## config.mk

```make
export PLATFORM = sky130hd
export DESIGN_NAME = coh_cost_tracker
export DESIGN_NICKNAME = d
export VERILOG_FILES = /design/src/rtl/coh_pkg.sv /design/src/rtl/coh_line_fsm.sv /design/src/rtl/coh_ref_ctrl.sv /design/src/rtl/coh_cost_accum.sv /design/src/rtl/coh_cost_tracker.sv
export SDC_FILE = /design/constraint.sdc
export NUM_CORES = 1
export LEC_CHECK = 0
export BUFFER_PORTS_ARGS = -buffer_cell sky130_fd_sc_hd__buf_2
export CAP_MARGIN = 0
export CELL_PAD_IN_SITES_DETAIL_PLACEMENT = 0
export CELL_PAD_IN_SITES_GLOBAL_PLACEMENT = 1
export CORE_AREA = 2 2 109 80
export CTS_CLUSTER_SIZE = 20
export DETAILED_ROUTE_END_ITERATION = 12
export DIE_AREA = 0 0 111 82
export PLACE_DENSITY_LB_ADDON = 0.2
export SLEW_MARGIN = 20
export SYNTH_ARGS = -nofsm -noshare
export SYNTH_HDL_FRONTEND = slang
export SYNTH_SLANG_ARGS = --single-unit
export TNS_END_PERCENT = 30
```

## constraint.sdc

```tcl
create_clock -name clk -period 4.4 [get_ports clk]
set_input_delay 0.88 -clock clk [delete_from_list [all_inputs] [get_ports clk]]
set_output_delay 0.88 -clock clk [all_outputs]
set_load 0.02 [all_outputs]
```

## src/rtl/coh_pkg.sv

```systemverilog
`timescale 1ns/1ps
package coh_pkg;

    typedef enum logic [1:0] {
        ST_INV = 2'd0,
        ST_SHR = 2'd1,
        ST_MOD = 2'd2
    } line_st_e;

    typedef enum logic [1:0] {
        OP_RD  = 2'd0,
        OP_WR  = 2'd1,
        OP_EV  = 2'd2,
        OP_RSV = 2'd3
    } ref_op_e;

    typedef enum logic [2:0] {
        BUS_NONE = 3'd0,
        BUS_RD   = 3'd1,
        BUS_RDX  = 3'd2,
        BUS_UPGR = 3'd3,
        BUS_WB   = 3'd4
    } bus_e;

    typedef enum logic [1:0] {
        SRC_NONE = 2'd0,
        SRC_MEM  = 2'd1,
        SRC_PEER = 2'd2
    } src_e;

    typedef enum logic [2:0] {
        K_NOP       = 3'd0,
        K_HIT       = 3'd1,
        K_UPG       = 3'd2,
        K_MISS_MEM  = 3'd3,
        K_MISS_PEER = 3'd4,
        K_WB        = 3'd5
    } kind_e;

    typedef enum logic [1:0] {
        SN_NONE  = 2'd0,
        SN_SHARE = 2'd1,
        SN_KILL  = 2'd2
    } snoop_e;

endpackage

```

## src/rtl/coh_line_fsm.sv

```systemverilog
`timescale 1ns/1ps
module coh_line_fsm
    import coh_pkg::*;
(
    input  logic     clk,
    input  logic     rst_n,
    input  logic     req_en,
    input  ref_op_e  req_op,
    input  snoop_e   snoop,
    output line_st_e state_q
);

    line_st_e state_d;

    // Next-state logic: requester transitions or snoop reactions
    always_comb begin
        state_d = state_q;
        if (req_en) begin
            unique case (state_q)
                ST_INV: begin
                    if (req_op == OP_RD)      state_d = ST_SHR;
                    else if (req_op == OP_WR) state_d = ST_MOD;
                end
                ST_SHR: begin
                    if (req_op == OP_WR)      state_d = ST_MOD;
                    else if (req_op == OP_EV) state_d = ST_INV;
                end
                ST_MOD: begin
                    if (req_op == OP_EV)      state_d = ST_INV;
                end
                default: state_d = ST_INV;
            endcase
        end else begin
            unique case (snoop)
                SN_SHARE: if (state_q == ST_MOD) state_d = ST_SHR;
                SN_KILL:  state_d = ST_INV;
                default:  state_d = state_q;
            endcase
        end
    end

    // State register
    always_ff @(posedge clk) begin
        if (!rst_n) state_q <= ST_INV;
        else        state_q <= state_d;
    end

    AST_EVICT_LEAVES_INV: assert property (@(posedge clk) disable iff (!rst_n)
        (req_en && req_op == OP_EV) |=> (state_q == ST_INV));

    AST_KILL_INVALIDATES: assert property (@(posedge clk) disable iff (!rst_n)
        (!req_en && snoop == SN_KILL) |=> (state_q == ST_INV));

    AST_SHARE_NO_MOD: assert property (@(posedge clk) disable iff (!rst_n)
        (!req_en && snoop == SN_SHARE) |=> (state_q != ST_MOD));

endmodule

```

## src/rtl/coh_ref_ctrl.sv

```systemverilog
`timescale 1ns/1ps
module coh_ref_ctrl
    import coh_pkg::*;
#(
    parameter int NCPU  = 4,
    parameter int CPU_W = $clog2(NCPU)
) (
    input  logic             ref_valid,
    input  logic [1:0]       ref_op,
    input  logic [CPU_W-1:0] ref_cpu,
    input  line_st_e         st_i [NCPU],
    output logic             live,
    output logic [NCPU-1:0]  req_en,
    output ref_op_e          req_op,
    output snoop_e           snoop,
    output bus_e             bus_d,
    output kind_e            kind_d
);

    line_st_e own_st;
    logic     peer_mod;

    always_comb begin
        req_op   = ref_op_e'(ref_op);
        live     = ref_valid && (req_op != OP_RSV);
        own_st   = st_i[ref_cpu];
        peer_mod = 1'b0;
        for (int i = 0; i < NCPU; i++) begin
            if ((i != int'(ref_cpu)) && (st_i[i] == ST_MOD)) peer_mod = 1'b1;
        end
        req_en = '0;
        if (live) req_en[ref_cpu] = 1'b1;
    end

    // Reference classification: bus action, snoop broadcast, latency kind
    always_comb begin
        bus_d  = BUS_NONE;
        snoop  = SN_NONE;
        kind_d = K_NOP;
        if (live) begin
            unique case (req_op)
                OP_RD: begin
                    if (own_st == ST_INV) begin
                        bus_d  = BUS_RD;
                        snoop  = SN_SHARE;
                        kind_d = peer_mod ? K_MISS_PEER : K_MISS_MEM;
                    end else begin
                        kind_d = K_HIT;
                    end
                end
                OP_WR: begin
                    unique case (own_st)
                        ST_INV: begin
                            bus_d  = BUS_RDX;
                            snoop  = SN_KILL;
                            kind_d = peer_mod ? K_MISS_PEER : K_MISS_MEM;
                        end
                        ST_SHR: begin
                            bus_d  = BUS_UPGR;
                            snoop  = SN_KILL;
                            kind_d = K_UPG;
                        end
                        default: kind_d = K_HIT;
                    endcase
                end
                OP_EV: begin
                    unique case (own_st)
                        ST_MOD: begin
                            bus_d  = BUS_WB;
                            kind_d = K_WB;
                        end
                        ST_SHR:  kind_d = K_HIT;
                        default: kind_d = K_NOP;
                    endcase
                end
                default: kind_d = K_NOP;
            endcase
        end
    end

endmodule

```

## src/rtl/coh_cost_accum.sv

```systemverilog
`timescale 1ns/1ps
module coh_cost_accum
    import coh_pkg::*;
#(
    parameter int COST_W    = 8,
    parameter int TOTAL_W   = 32,
    parameter int COST_HIT  = 1,
    parameter int COST_UPG  = 10,
    parameter int COST_PEER = 50,
    parameter int COST_MEM  = 80
) (
    input  logic               clk,
    input  logic               rst_n,
    input  logic               live,
    input  kind_e              kind_d,
    output src_e               src_q,
    output logic [COST_W-1:0]  cost_q,
    output logic [TOTAL_W-1:0] total_q
);

    localparam logic [TOTAL_W-1:0] TOTAL_MAX = '1;

    logic [COST_W-1:0]  cost_d;
    src_e               src_d;
    logic [TOTAL_W:0]   sum_w;

    always_comb begin
        unique case (kind_d)
            K_HIT, K_WB: begin cost_d = COST_W'(COST_HIT);  src_d = SRC_NONE; end
            K_UPG:       begin cost_d = COST_W'(COST_UPG);  src_d = SRC_NONE; end
            K_MISS_PEER: begin cost_d = COST_W'(COST_PEER); src_d = SRC_PEER; end
            K_MISS_MEM:  begin cost_d = COST_W'(COST_MEM);  src_d = SRC_MEM;  end
            default:     begin cost_d = '0;                 src_d = SRC_NONE; end
        endcase
        sum_w = {1'b0, total_q} + (TOTAL_W+1)'(cost_d);
    end

    always_ff @(posedge clk) begin
        if (!rst_n) begin
            src_q   <= SRC_NONE;
            cost_q  <= '0;
            total_q <= '0;
        end else if (live) begin
            src_q   <= src_d;
            cost_q  <= cost_d;
            total_q <= sum_w[TOTAL_W] ? TOTAL_MAX : sum_w[TOTAL_W-1:0];
        end
    end

    AST_TOTAL_NEVER_DROPS: assert property (@(posedge clk) disable iff (!rst_n)
        total_q >= $past(total_q));

    AST_TOTAL_HOLDS_AT_MAX: assert property (@(posedge clk) disable iff (!rst_n)
        (total_q == TOTAL_MAX) |=> (total_q == TOTAL_MAX));

endmodule

```

## src/rtl/coh_cost_tracker.sv

```systemverilog
`timescale 1ns/1ps
module coh_cost_tracker
    import coh_pkg::*;
#(
    parameter int NCPU      = 4,
    parameter int CPU_W     = $clog2(NCPU),
    parameter int COST_W    = 8,
    parameter int TOTAL_W   = 32,
    parameter int COST_HIT  = 1,
    parameter int COST_UPG  = 10,
    parameter int COST_PEER = 50,
    parameter int COST_MEM  = 80
) (
    input  logic                clk,
    input  logic                rst_n,
    input  logic                ref_valid,
    input  logic [1:0]          ref_op,
    input  logic [CPU_W-1:0]    ref_cpu,
    output logic [2*NCPU-1:0]   cache_state,
    output logic [2:0]          bus_code,
    output logic [1:0]          data_src,
    output logic [COST_W-1:0]   ref_cost,
    output logic [TOTAL_W-1:0]  cost_total
);

    line_st_e        st [NCPU];
    logic            live;
    logic [NCPU-1:0] req_en;
    ref_op_e         req_op;
    snoop_e          snoop;
    bus_e            bus_d;
    bus_e            bus_q;
    kind_e           kind_d;
    src_e            src_q;
    logic [NCPU-1:0] is_mod;
    logic [NCPU-1:0] is_val;

    coh_ref_ctrl #(.NCPU(NCPU), .CPU_W(CPU_W)) ctrl_i (
        .ref_valid (ref_valid),
        .ref_op    (ref_op),
        .ref_cpu   (ref_cpu),
        .st_i      (st),
        .live      (live),
        .req_en    (req_en),
        .req_op    (req_op),
        .snoop     (snoop),
        .bus_d     (bus_d),
        .kind_d    (kind_d)
    );

    for (genvar g = 0; g < NCPU; g++) begin : g_line
        coh_line_fsm line_i (
            .clk     (clk),
            .rst_n   (rst_n),
            .req_en  (req_en[g]),
            .req_op  (req_op),
            .snoop   (snoop),
            .state_q (st[g])
        );
        assign cache_state[2*g +: 2] = st[g];
        assign is_mod[g] = (st[g] == ST_MOD);
        assign is_val[g] = (st[g] != ST_INV);
    end

    coh_cost_accum #(
        .COST_W(COST_W), .TOTAL_W(TOTAL_W), .COST_HIT(COST_HIT),
        .COST_UPG(COST_UPG), .COST_PEER(COST_PEER), .COST_MEM(COST_MEM)
    ) accum_i (
        .clk     (clk),
        .rst_n   (rst_n),
        .live    (live),
        .kind_d  (kind_d),
        .src_q   (src_q),
        .cost_q  (ref_cost),
        .total_q (cost_total)
    );

    // Bus transaction register
    always_ff @(posedge clk) begin
        if (!rst_n)    bus_q <= BUS_NONE;
        else if (live) bus_q <= bus_d;
    end

    assign bus_code = bus_q;
    assign data_src = src_q;

    AST_SINGLE_WRITER: assert property (@(posedge clk) disable iff (!rst_n)
        (|is_mod) |-> ($countones(is_val) == 1));

    AST_IDLE_HOLDS: assert property (@(posedge clk) disable iff (!rst_n)
        (!ref_valid || ref_op == 2'd3) |=> ($stable(cache_state) && $stable(cost_total) && $stable(bus_code)));

    AST_READ_HIT_QUIET: assert property (@(posedge clk) disable iff (!rst_n)
        (ref_valid && ref_op == 2'd0 && st[ref_cpu] != ST_INV)
        |=> (bus_code == 3'd0 && ref_cost == COST_W'(COST_HIT)));

endmodule

```

==> results of run 1 <==
[flip-flops by register name, summed over array words and instances (netlist names)]
name	flops
accum_i.src_q	2
accum_i.cost_q	5
bus_code	3
g_line.line_i.state_q	8
accum_i.total_q	32
[worst min-delay path by stage]
stage	start	end	cells after the start
floorplan	accum_i.cost_q[6]	accum_i.cost_q[6]	2
global placement	accum_i.cost_q[6]	accum_i.cost_q[6]	2
detailed placement	accum_i.cost_q[6]	accum_i.cost_q[6]	2
CTS	accum_i.cost_q[6]	accum_i.cost_q[6]	2
global route	accum_i.cost_q[6]	accum_i.cost_q[6]	2
finish	accum_i.cost_q[6]	accum_i.cost_q[6]	2
[worst max-delay path, stage by stage]
cell	delay, ns
buf_2	0.11
mux4_2	0.52
inv_1	0.10
ha_2	0.21
inv_1	0.04
o21ai_0	0.14
a2bb2oi_1	0.10
a21boi_2	0.18
or4b_4	0.50
nand2_1	0.12
ha_1	0.24
a21o_1	0.17
a41o_1	0.31
o311a_4	0.36
and3_1	0.20
xnor2_1	0.13
a21oi_1	0.08
[power groups by stage]
stage / sequential [uW] / clock (uW) / combinational [uW]
final: 475 / 400 / 157
after floorplan: 497 / 0 / 89.8
after CTS: 475 / 414 / 157
after global placement: 485 / 0 / 156
after global routing: 477 / 432 / 172
after detailed placement: 486 / 0 / 157
[cells in the mapped netlist, types with 3 or more instances]
| master | number |
|---|---|
| dfxtp_1 | 50 |
| nand2_1 | 35 |
| a21oi_1 | 32 |
| nor2_1 | 29 |
| o21ai_0 | 15 |
| clkbuf_1 | 14 |
| xnor2_1 | 12 |
| xor2_1 | 11 |
| ha_1 | 10 |
| inv_1 | 9 |
| nand3_1 | 9 |
| nand4_1 | 9 |
| a31oi_1 | 8 |
| nor4_1 | 7 |
| nor2b_1 | 6 |
| nor3_1 | 6 |
| nand2b_1 | 5 |
| o22ai_1 | 5 |
| buf_2 | 4 |
| o221a_2 | 4 |
| or3_1 | 4 |
| a211oi_1 | 3 |
| a311oi_1 | 3 |
| and3_1 | 3 |
| and4_1 | 3 |
| buf_4 | 3 |
| nor3b_1 | 3 |
| o22a_1 | 3 |
| o41a_1 | 3 |
[per-stage QoR]
step           setup TNS (ns)  area (sq um)  utilization [%]
2_1_floorplan               0          2912                -
3_3_place_gp           -1.037          3528            43.60
3_5_place_dp           -3.690          3528            43.60
4_1_cts                     0          3680            45.47
5_1_grt              -0.06939          3727            46.06
6_report                    0          3727            46.06
[layer usage]
| metal | routed length, um | part of all wire [%] | up-vias |
|---|---|---|---|
| met5 | 0 | 0 | - |
| met4 | 59 | 0.73 | 0 |
| met3 | 461 | 5.7 | 5 |
| met2 | 3244 | 40 | 67 |
| met1 | 4356 | 54 | 1309 |
| li1 | - | - | 1444 |
[repair_timing]
action / CTS / global route
buffers inserted: 0 / 0
setup endpoints to repair: 0 / 27
hold buffers: 0 / 0
resized for setup: 0 / 8
[cells by family (layout without fill, tap and decap cells)]
logic type,count (synthesis),in the layout
adder cells (fa/ha/maj),11,11
AND/OR/NAND/NOR,127,127
flip-flops,50,50
other,1,2
XOR/XNOR,23,23
multiplexers,5,5
buffers and inverters,32,116
AO/OA/AOI/OAI,98,98
[final cells by class]
type	instances	area share [%]
clock buffers	6	3.726
multi-input cells	266	48.64
clock inverters	2	0.3357
repair buffers	98	15.91
well taps	105	3.525
flip-flops and latches	50	26.85
inverters	10	1.007
==> impl_metrics.ini, run 1 <==
[sta]
period_needed_ns = 4.224
skew_ns = 0.006247
finalHoldViolCount = 0
finalSetupViolCount = 0
hold_slack_ns = 0.4508
fin_ws_ns = 0.1764
fmax_mhz = 236.8
period_share_pct = 95.99
worstMarginPinSlew_ns = 0.5826
slew_headroom_pct = 60.92
drv_slew = 0
rsz0062_at_grt = true

[yosys]
ys.flop_type = dfxtp_1
synth_edf_count = 0
ys_seq_elements = 50
ys_seq_area_share_pct = 34.51
syn-cell-area_sq_um = 2900
synthTopCellsByArea = dfxtp_1, a21oi_1, nand2_1
yosys.area.top_type = dfxtp_1
yosys_warnings = 0
syn_avg_cell_area_sq_um = 8.358
synth_xor_xnor_area_share_pct = 6.946
synthAdderAreaFrac_pct = 5.004
synth_cells = 347
muxShareOfSynthArea_pct = 2.761
async_flop_share_pct = 0
synthSimpleGateAreaFrac_pct = 22.56
synthDistinctLibCells = 62
synth_top_family_by_area = compound AO/OA/AOI/OAI gates
synth_compound_area_share_pct = 23.12
synth_top_cell_area_share_pct = 34.51

[power_and_ir_drop]
power_uw = 1032
power_frac_comb_pct = 15.2
ir_drop_mv = 0.1531
leakagePower_uw = 0.001588
p_clk_share_pct = 38.7
switching_share_pct = 26.67
power.density_nw_per_um2 = 276.9
internal_power_uw = 756.7
power_switching_uw = 275.2
p_seq_share_pct = 46.1

[drt]
drtIter0Drc = 148
wl_um = 8122
post-route-drc-count = 0
antenna_left = 0
wire_per_inst_um = 15.12
firstDrtPassIters = 4
viasPerCell = 5.261
vias = 2825

[worst_setup_path]
crit_fanout = 5
startpoint = ref_cpu[0]
reg2reg_slack_ns = 0.49
reg2reg_depth = 16
cp.required_ns = 4.57
worstSetupPathType = in2reg
cp-start-kind = input port
r2r-end = accum_i.total_q[17]
r2r-start = g_line[3].line_i.state_q[1]
critPathArrivalTime_ns = 4.39
crit_path_end = accum_i.total_q[17]
cp-end-kind = flip-flop

[clocking]
max-clock-path-buffers = 2
cts.reportedPaths.clkPinSlew_ns = 0.07
clock_sinks = 50
cts_made_buffers = 5
cts_tree = done
cts_root_buf = clkbuf_16
clk_latency_ns = 0.29
htreeDepth = 2

[global_route]
busiest_layer = met1
overflow = 0
grt_use_met3_pct = 3.542
grt_pass1_vias = 2647
use_met2_pct = 26.38
antenna_found_initial = 0
grt_pass1_wl_um = 13450
use_met1_pct = 27.21
grt_usage_pct = 18.17
grt_start_max_net_pins = 27

[final_layout]
fin_nets = 449
layout_commonest_cell = buf_2
fillers = 840
diodes = 0
drive_gt1_share_pct = 30.79
syn2layout_area_growth_pct = 28.52
multi_input_area_sq_um = 1813
instances_no_fill = 537
final_cell_mix = buf_2, dfxtp_1, buf_4
regArea_sq_um = 1001

[die]
core-area_sq_um = 8093
top_level_ports = 60
rows = 28
start_util_pct = 35.84
die-area_sq_um = 9102
die_x_um = 111
die_y_um = 82

[place]
routabilityCongestion = 0.8406
port_buffers = 57
dpl.hpwl_um = 6023
dp.cells = 529
pre_cts_ws_ns = -0.1987

[run_status]
outcome = finished, final reports clean

[hold_path]
hold_class = reg2reg

[run]
maxCapViolations = 0
(Power assumes the default switching activity.)
==> inputs of run 2 (changes only) <==
--- a/config.mk
+++ b/config.mk
@@ -5,14 +5,15 @@
 export SDC_FILE = /design/constraint.sdc
 export NUM_CORES = 1
 export LEC_CHECK = 0
+export ABC_AREA = 1
 export BUFFER_PORTS_ARGS = -buffer_cell sky130_fd_sc_hd__buf_2
 export CAP_MARGIN = 0
 export CELL_PAD_IN_SITES_DETAIL_PLACEMENT = 0
 export CELL_PAD_IN_SITES_GLOBAL_PLACEMENT = 1
-export CORE_AREA = 2 2 109 80
+export CORE_AREA = 2 2 119 87
 export CTS_CLUSTER_SIZE = 20
 export DETAILED_ROUTE_END_ITERATION = 12
-export DIE_AREA = 0 0 111 82
+export DIE_AREA = 0 0 121 89
 export PLACE_DENSITY_LB_ADDON = 0.2
 export SLEW_MARGIN = 20
 export SYNTH_ARGS = -nofsm -noshare
==> run 2 against run 1 <==
First-iteration DRC count up 68%. Worst setup slack gained 0.24 ns. Die area increased by 18%. Sequential power grew 2%. Power up 10%. Count of clock-buffer cells in the layout unchanged. Core utilization shrank 5.3 points. Final cell count grew 30%. Critical path type unchanged. Largest cell class unchanged. Largest power group unchanged.
==> impl_metrics.ini, run 2 <==
[run_status]
outcome = finished, final reports clean

[final_layout]
drive_gt1_share_pct = 16.17
diodes = 0
largest_reg_flops = 32
regMostFlops = accum_i.total_q
fin_nets = 586
fin_util_pct = 40.76
final_cell_mix = nand2_1, inv_1, buf_2
layout_commonest_cell = nand2_1
largestRegisters = accum_i.total_q (32), g_line.line_i.state_q (8), accum_i.cost_q (5)
syn2layout_area_growth_pct = 17.87

[sta]
period_needed_ns = 3.981
rsz0062_at_grt = false
skew_ns = 0.008853
drv_slew = 0
period_share_pct = 90.48
fmax_mhz = 251.2
finalSetupViolCount = 0
fin_ws_ns = 0.4188
finalHoldViolCount = 0
fin_tns_setup_ns = 0

[die]
die_y_um = 89
die_x_um = 121
rows = 30
die-area_sq_um = 10770
top_level_ports = 60
start_util_pct = 34.58
core-area_sq_um = 9497

[drt]
post-route-drc-count = 0
wl_um = 9639
wire_per_inst_um = 13.83
antenna_left = 0
vias = 3453
viasPerCell = 4.954
firstDrtPassIters = 5
drtIter0Drc = 249

[global_route]
grt_use_met3_pct = 3.635
use_met2_pct = 26.61
grt_pass1_wl_um = 15750
use_met1_pct = 28.35
busiest_layer = met1
grt_start_max_net_pins = 36
overflow = 0
grt_pass1_vias = 3109
antenna_found_initial = 0
grt_usage_pct = 18.52

[clocking]
cts_tree = done
cts.reportedPaths.clkPinSlew_ns = 0.07
clk_latency_ns = 0.30
htreeDepth = 2
clock_sinks = 50
cts_root_buf = clkbuf_16
max-clock-path-buffers = 2
cts_made_buffers = 5
postCtsHoldBufs = 0

[power_and_ir_drop]
ir_drop_mv = 0.1144
power.density_nw_per_um2 = 293.8
leakagePower_uw = 0.001814

[hold_path]
hold_class = reg2reg
min_path_cells = 2

[worst_setup_path]
cp-end-kind = flip-flop
crit_fanout = 7
critPathArrivalTime_ns = 4.15
cp.required_ns = 4.57
cp_slowest_cell = fa_1
cp-start-kind = input port
reg2reg_depth = 24
cp_slowest_stage_delay_ns = 0.39
cpMostUsedCell = nand2_1
worstSetupPathType = in2reg

[yosys]
syn-cell-area_sq_um = 3284
synth_edf_count = 0
synth_commonest_cells = nand2_1, inv_1, nor2_1
synthDistinctLibCells = 46
ys.flop_type = dfxtp_1
synthTopCellsByArea = dfxtp_1, nand2_1, inv_1
synth.most_common_cell = nand2_1
yosys_warnings = 0
synth_top_cell_area_share_pct = 30.48
yosys.area.top_type = dfxtp_1
synth_cells = 512
syn_avg_cell_area_sq_um = 6.415
async_flop_share_pct = 0
ys_seq_elements = 50
ys_seq_area_share_pct = 30.48

[place]
dpl.hpwl_um = 7321
routabilityCongestion = 0.8490
port_buffers = 57
pre_cts_ws_ns = 0.08479

[run]
maxCapViolations = 0
run 2: changes by cell type in the layout (fill, tap and decap cells not counted), sizes merged, moves of 6 or more:
cell and delta:
nand2 +112, nor4 -6, nor2 +26, buf -38, nor2b -6, inv +58, xor2 -7, nand3 +34
run 2: layer usage:
metal	vias up	wire (um)	part of all wire, %
met3	7	522	5.4
met2	84	3730	39
met4	0	78	0.81
met1	1586	5308	55
met5	-	0	0
li1	1776	-	-
run 2: final cells by class:
| class | instances | area, sq um |
|---|---|---|
| clock buffer | 6 | 128.9 |
| fill | 1029 | 5625 |
| inverter | 69 | 262.8 |
| clock inverter | 2 | 37.54 |
| sequential | 50 | 1001 |
| multi-input combinational | 382 | 1973 |
| timing repair buffer | 60 | 307.8 |
| tap | 128 | 160.2 |
run 2: final timing paths:
path / from / to / slack (ns)
hold / removal: accum_i.src_q[0] / accum_i.src_q[0] / 0.47
hold reg to reg: accum_i.src_q[0] / accum_i.src_q[0] / 0.47
setup / recovery: ref_cpu[0] / accum_i.total_q[27] / 0.42
setup reg to reg: g_line[0].line_i.state_q[0] / accum_i.total_q[27] / 0.78
run 2: power breakdown:
part           internal [uW]  switching (uW)  leakage (uW)
Combinational           64.0             137       0.00133
Clock                    269             184     0.0000771
Sequential               469            14.5      0.000406
Total                    802             335       0.00181
run 2: stage by stage:
step / cell area (sq um) / hold WS (ns) / power (uW) / std cells
finish: 3871 / 0.4655 / 1137 / 697
global route: 3871 / 0.5003 / 1196 / 697
CTS: 3856 / 0.4679 / 1145 / 697
detailed placement: 3690 / 0.4568 / 692.4 / 689
global placement: 3690 / 0.4526 / 692.1 / 689
floorplan: 3288 / 0.5413 / 635.8 / 513
run 2: critical path: cells and delay by family:
| family | cells | cell delay, ns |
|---|---|---|
| fa+ha+maj | 2 | 0.60 |
| compound gates | 5 | 0.57 |
| buf+inv | 6 | 0.58 |
| simple gates | 14 | 1.51 |
run 2: timing repair:
item	CTS	global route
setup endpoints to repair	0	9
gates resized for setup	0	4
buffers inserted	0	0
run 2: cells by family (layout without fill, tap and decap cells):
family                   after synthesis  after routing  synth area share (%)
buffers and inverters                 81            137                 9.905
XOR/XNOR                              13             13                 3.467
adder cells (fa/ha/maj)               11             11                 4.419
flip-flops                            50             50                 30.48
AO/OA/AOI/OAI                         86             86                 15.58
other                                  1              2                0.1142
AND/OR/NAND/NOR                      270            270                 36.04
